$ cat config.mk
export PLATFORM = sky130hd
export DESIGN_NAME = irq_dispatch_ctrl
export DESIGN_NICKNAME = d
export VERILOG_FILES = /design/src/rtl/irq_ctrl_pkg.sv /design/src/rtl/irq_regs.sv /design/src/rtl/irq_arbiter.sv /design/src/rtl/irq_master_fsm.sv /design/src/rtl/irq_dispatch_ctrl.sv
export SDC_FILE = /design/constraint.sdc
export NUM_CORES = 1
export LEC_CHECK = 0
export ABC_AREA = 0
export BUFFER_PORTS_ARGS = -buffer_cell sky130_fd_sc_hd__buf_2
export CAP_MARGIN = 20
export CORE_UTILIZATION = 38
export CTS_CLUSTER_SIZE = 14
export DETAILED_ROUTE_END_ITERATION = 10
export PLACE_DENSITY = 0.81
export SYNTH_ARGS = -nofsm -noshare
export SYNTH_HDL_FRONTEND = slang
export SYNTH_SLANG_ARGS = --single-unit
export TNS_END_PERCENT = 100
$ cat constraint.sdc
create_clock -name clk -period 2.23 [get_ports clk]
set_input_delay 0.446 -clock clk [delete_from_list [all_inputs] [get_ports clk]]
set_output_delay 0.446 -clock clk [all_outputs]
set_load 0.01 [all_outputs]
$ cat src/rtl/irq_ctrl_pkg.sv
package irq_ctrl_pkg;

    localparam int unsigned NUM_SRC    = 5;
    localparam int unsigned ADDR_W     = 16;
    localparam int unsigned DATA_W     = 8;
    localparam int unsigned VEC_W      = 16;
    localparam int unsigned VEC_STRIDE = 8;

    localparam logic [ADDR_W-1:0] MASK_ADDR  = 16'hFFFF;
    localparam logic [ADDR_W-1:0] LATCH_ADDR = 16'hFF0F;
    localparam logic [VEC_W-1:0]  VEC_BASE   = 16'h0040;

    // master switch: off, armed by an enable instruction, on
    typedef enum logic [1:0] {
        IME_OFF   = 2'd0,
        IME_ARMED = 2'd1,
        IME_ON    = 2'd2
    } ime_t;

    function automatic logic [VEC_W-1:0] src_vector(input int unsigned idx);
        return VEC_BASE + VEC_W'(idx * VEC_STRIDE);
    endfunction

endpackage

$ cat src/rtl/irq_regs.sv
module irq_regs
    import irq_ctrl_pkg::*;
#(
    parameter int unsigned NSRC = NUM_SRC,
    parameter int unsigned AW   = ADDR_W,
    parameter int unsigned DW   = DATA_W,
    parameter logic [AW-1:0] EN_ADDR = MASK_ADDR,
    parameter logic [AW-1:0] FL_ADDR = LATCH_ADDR
) (
    input  logic            clk,
    input  logic            rst,
    input  logic [AW-1:0]   bus_addr,
    input  logic            bus_wr,
    input  logic [DW-1:0]   bus_wdata,
    input  logic [NSRC-1:0] hw_req,
    input  logic [NSRC-1:0] clr_mask,
    output logic [NSRC-1:0] mask_q,
    output logic [NSRC-1:0] latch_q,
    output logic [DW-1:0]   rdata
);

    logic            hit_mask, hit_latch;
    logic [NSRC-1:0] latch_base, latch_d;

    assign hit_mask  = (bus_addr == EN_ADDR);
    assign hit_latch = (bus_addr == FL_ADDR);

    // clear of the granted source first, new pulses last so none is lost
    always_comb begin
        latch_base = (bus_wr && hit_latch) ? bus_wdata[NSRC-1:0] : latch_q;
        latch_d    = (latch_base & ~clr_mask) | hw_req;
    end

    always_ff @(posedge clk) begin
        if (rst) begin
            mask_q  <= '0;
            latch_q <= '0;
        end else begin
            latch_q <= latch_d;
            if (bus_wr && hit_mask)
                mask_q <= bus_wdata[NSRC-1:0];
        end
    end

    always_comb begin
        rdata = '0;
        if (hit_mask) begin
            rdata[NSRC-1:0] = mask_q;
        end else if (hit_latch) begin
            rdata           = '1;
            rdata[NSRC-1:0] = latch_q;
        end
    end

endmodule

$ cat src/rtl/irq_arbiter.sv
module irq_arbiter
    import irq_ctrl_pkg::*;
#(
    parameter int unsigned NSRC = NUM_SRC,
    parameter int unsigned VW   = VEC_W
) (
    input  logic [NSRC-1:0] mask,
    input  logic [NSRC-1:0] latch,
    output logic            any,
    output logic [NSRC-1:0] grant,
    output logic [VW-1:0]   vec
);

    logic [NSRC-1:0] cand;
    logic [NSRC:0]   seen;

    assign cand    = mask & latch;
    assign seen[0] = 1'b0;

    // lowest index wins: a source is granted if no lower one is a candidate
    for (genvar i = 0; i < NSRC; i++) begin : g_chain
        assign grant[i]  = cand[i] & ~seen[i];
        assign seen[i+1] = seen[i] | cand[i];
    end

    assign any = seen[NSRC];

    always_comb begin
        vec = '0;
        for (int unsigned i = 0; i < NSRC; i++)
            if (grant[i]) vec = vec | VW'(src_vector(i));
    end

endmodule

$ cat src/rtl/irq_master_fsm.sv
module irq_master_fsm
    import irq_ctrl_pkg::*;
(
    input  logic clk,
    input  logic rst,
    input  logic take,
    input  logic di,
    input  logic reti,
    input  logic ei,
    input  logic boundary,
    output ime_t state,
    output logic on
);

    ime_t state_d;

    always_comb begin
        state_d = state;
        if (take)
            state_d = IME_OFF;
        else if (di)
            state_d = IME_OFF;
        else if (reti)
            state_d = IME_ON;
        else if (ei)
            state_d = (state == IME_ON) ? IME_ON : IME_ARMED;
        else if (boundary && state == IME_ARMED)
            state_d = IME_ON;
    end

    always_ff @(posedge clk) begin
        if (rst) state <= IME_OFF;
        else     state <= state_d;
    end

    assign on = (state == IME_ON);

endmodule

$ cat src/rtl/irq_dispatch_ctrl.sv
module irq_dispatch_ctrl
    import irq_ctrl_pkg::*;
#(
    parameter int unsigned NSRC = NUM_SRC,
    parameter int unsigned AW   = ADDR_W,
    parameter int unsigned DW   = DATA_W,
    parameter int unsigned VW   = VEC_W
) (
    input  logic            clk,
    input  logic            rst,
    input  logic [NSRC-1:0] req_pulse,
    input  logic [AW-1:0]   bus_addr,
    input  logic            bus_wr,
    input  logic [DW-1:0]   bus_wdata,
    output logic [DW-1:0]   bus_rdata,
    input  logic            ei_strobe,
    input  logic            di_strobe,
    input  logic            reti_strobe,
    input  logic            boundary_strobe,
    output logic            dispatch,
    output logic [VW-1:0]   dispatch_vec
);

    logic [NSRC-1:0] mask_q, latch_q, grant, clr_mask;
    logic            any, ime_on, take;
    logic [VW-1:0]   vec_sel;
    ime_t            ime_state;

    assign take     = boundary_strobe & ime_on & any;
    assign clr_mask = take ? grant : '0;

    irq_regs #(.NSRC(NSRC), .AW(AW), .DW(DW)) u_regs (
        .clk      (clk),
        .rst      (rst),
        .bus_addr (bus_addr),
        .bus_wr   (bus_wr),
        .bus_wdata(bus_wdata),
        .hw_req   (req_pulse),
        .clr_mask (clr_mask),
        .mask_q   (mask_q),
        .latch_q  (latch_q),
        .rdata    (bus_rdata)
    );

    irq_arbiter #(.NSRC(NSRC), .VW(VW)) u_arb (
        .mask (mask_q),
        .latch(latch_q),
        .any  (any),
        .grant(grant),
        .vec  (vec_sel)
    );

    irq_master_fsm u_fsm (
        .clk     (clk),
        .rst     (rst),
        .take    (take),
        .di      (di_strobe),
        .reti    (reti_strobe),
        .ei      (ei_strobe),
        .boundary(boundary_strobe),
        .state   (ime_state),
        .on      (ime_on)
    );

    always_ff @(posedge clk) begin
        if (rst) begin
            dispatch     <= 1'b0;
            dispatch_vec <= '0;
        end else begin
            dispatch     <= take;
            dispatch_vec <= take ? vec_sel : '0;
        end
    end

endmodule

==> qor.yml <==
critical_path:
  critPathLaunch: "bus_addr[4]"
  crit_path_end_kind: "output port"
  crit_top_cell: "or4_4"
  cp_slowest_stage_delay_ps: 520
  r2r-end: "u_fsm.state[0]"
  worst_ep_required_time_ps: 1780
  cp.buffers_inverters: 3
  worstPathCellList: "buf_6 > or4_4 > or4_4 > clkinv_4 > a22o_1 > buf_2"
  rrSetupSlack_ps: 480
  r2r-start: "u_regs.mask_q[1]"
  cp_max_fo: 7
  cp.arrival_ps: 1870
  critPathKind: "input pin to output port"
  worst_path_max_delay_cell: "or4_4"
  ff2ff_path_depth: 4
  cp-start-kind: "input pin"
  crit_family: "simple AND/OR/NAND/NOR gates"
grt:
  grt_pass1_wl_um: 3840
  grt_pass1_vias: 945
  grt_max_degree: 16
  track_usage_pct: 18.2
  antenna_found_initial: 0
  grt.overflow.total: 0
finish:
  num_antenna_cells: 0
  final_common_cell: "buf_2"
  syn_to_final_growth_pct: 29.3
  final_cell_mix: "buf_2 (38), dfxtp_1 (17), nand4_1 (12), conb_1 (12), nand2_1 (11)"
  instances_no_fill: 195
  fin_util_pct: 52.4
  drive_gt1_share_pct: 41.2
  nNetsFinal: 202
timing:
  period_minus_slack_ps: 2320
  report.final.slew_viol_count: 0
  worst_slew_pin_slew_ps: 570
  finalSetupViolations: 8
  fmax_ghz: 0.432
  fin_worst_skew_ps: 3.02
  slew_headroom_pct: 62.0
  grt_setup_unrepaired: "yes"
  hold_viol: 0
  tns_ps: -542
  layout_setup_ws_ps: -86.1
  fin_crit_sh_pct: 104
detailed_routing:
  routed_via_density: 5.32
  drc: 0
  highest_layer: "met4"
  wl_met3_um: 157
  drt_iter0_drc: 42
  wl_per_cell_um: 12.9
  firstDrtPassIters: 4
  wl_um: 2520
  vias: 1038
  wl_met1_um: 981
  dr_wl_met2_um: 1360
  antenna_left: 0
die:
  io_pins: 61
  start_util_pct: 40.6
  fp.dieW_um: 53.4
  rows: 18
  coreArea_mm2: 0.00248
  fp.dieH_um: 53.4
  fp.dieArea_mm2: 0.00285
pwr:
  ir_drop_mv: 0.239
  switchingPower_mw: 0.146
  switching_share_pct: 25.9
  p_int_mw: 0.417
  p_seq_share_pct: 57.5
  combPwrFrac_pct: 13.5
  p_leak_nw: 0.621
  power.density_mw_per_mm2: 434
  total_power_mw: 0.563
  pwr-share-clk_pct: 29.1
clock_network:
  clk_path_buf_depth: 2
  numCtsBuffers: 3
  clock_sinks: 17
  cts_tree: "yes"
  clock_latency_ps: 280
  cts-root-buf: "clkbuf_4"
  htree_num_levels: 1
  path_clk_slew_ps: 90
  holdBufCountCts: 0
placement:
  placed_cells: 188
  place_congestion: 0.918
  pre_cts_ws_ps: -155
  dp_hpwl_um: 1900
  port_buffers: 45
yosys:
  synth.avg_cell_area_um2: 8.66
  syn_area_mm2: 0.00100
  syn_inst: 116
  yosysWarnings: 0
  ys_seq_area_share_pct: 33.9
  ys_ff_latch: 17
  ys_types: 28
hold_path:
  whs_path_depth: 2
  hp-start: "reti_strobe"
  hold_end: "u_fsm.state[0]"
  hp-class: "input pin to flip-flop"
run_status:
  status: "finished, violations left"
  violations: "negative setup slack"
flow_run:
  max_cap_viol_count: 0
-- power by group through the flow --
stage / clock network [mW] / logic [mW] / registers, mW
after global placement: 0 / 0.0683 / 0.329
after CTS: 0.169 / 0.0742 / 0.323
after floorplan: 0 / 0.0512 / 0.328
final: 0.164 / 0.0758 / 0.324
after detailed placement: 0 / 0.0715 / 0.331
after global routing: 0.183 / 0.0833 / 0.326
-- registers in the layout, summed over array words and instances, names as in the netlist --
name	count
u_fsm.state	2
dispatch_vec	4
u_regs.mask_q	5
u_regs.latch_q	5
dispatch	1
-- layout make-up --
type	instances	area, µm²
Multi-Input combinational cell	87	546
Fill cell	244	1180
Clock buffer	4	26.3
Inverter	4	20.0
Timing Repair Buffer	53	329
Tap cell	30	37.5
Sequential cell	17	340
-- synth_stat cells --
cell type | count | area (µm²)
dfxtp_1 | 17 | 340
buf_4 | 14 | 105
nand4_1 | 12 | 75.1
nand2_1 | 11 | 41.3
nor2b_1 | 10 | 62.6
nand3_1 | 7 | 35.0
a21oi_1 | 5 | 25.0
mux2_2 | 5 | 56.3
o2111ai_1 | 5 | 43.8
a22o_2 | 3 | 30.0
clkbuf_1 | 3 | 11.3
inv_1 | 3 | 11.3
nor2_1 | 3 | 11.3
a22o_1 | 2 | 17.5
and3_1 | 2 | 12.5
or4_1 | 2 | 15.0
a211o_1 | 1 | 8.76
a21boi_0 | 1 | 7.51
a222oi_1 | 1 | 10.0
and2_1 | 1 | 6.26
and3b_1 | 1 | 8.76
buf_12 | 1 | 20.0
buf_6 | 1 | 11.3
clkinv_4 | 1 | 8.76
conb_1 | 1 | 3.75
nand4b_1 | 1 | 8.76
nor3_1 | 1 | 5.00
nor4_2 | 1 | 12.5
-- worst max-delay path by stage --
stage                     cells after the start           end  slack [ps]
after floorplan                               6  bus_rdata[2]         -40
after global placement                        6  bus_rdata[4]        -130
after detailed placement                      6  bus_rdata[4]        -150
after CTS                                     6  bus_rdata[4]         -70
after global routing                          6  bus_rdata[2]        -130
final                                         6  bus_rdata[2]         -90
-- metrics by stage --
| stage | cell area [µm²] | hold WS [ps] |
|---|---|---|
| final | 1300 | 341 |
| after detailed placement | 1200 | 533 |
| after floorplan | 1050 | 500 |
| after CTS | 1290 | 334 |
| after global routing | 1300 | 326 |
| after global placement | 1200 | 515 |
-- cell families (layout without fill, tap and decap cells) --
group,Yosys count,after routing,synth area share [%]
AND/OR/NAND/NOR,52,52,29.3
buffers and inverters,23,61,16.7
AO/OA/AOI/OAI,18,18,14.2
flip-flops,17,17,33.9
multiplexers,5,5,5.60
other,1,12,0.373
-- metal layers --
metal  vias up  track usage (%)
met3         2            0.862
li1        501                -
met1       475             20.1
met4         0             11.4
met5         -                0
met2        60             33.1
-- timing repair --
action                                  CTS  global route
endpoints found under the setup margin    8             8
pin swaps                                 1             1
buffers inserted                          3             0
hold endpoints to repair                  0             0
gates resized for setup                   8             1
(Power assumes the default switching activity.)
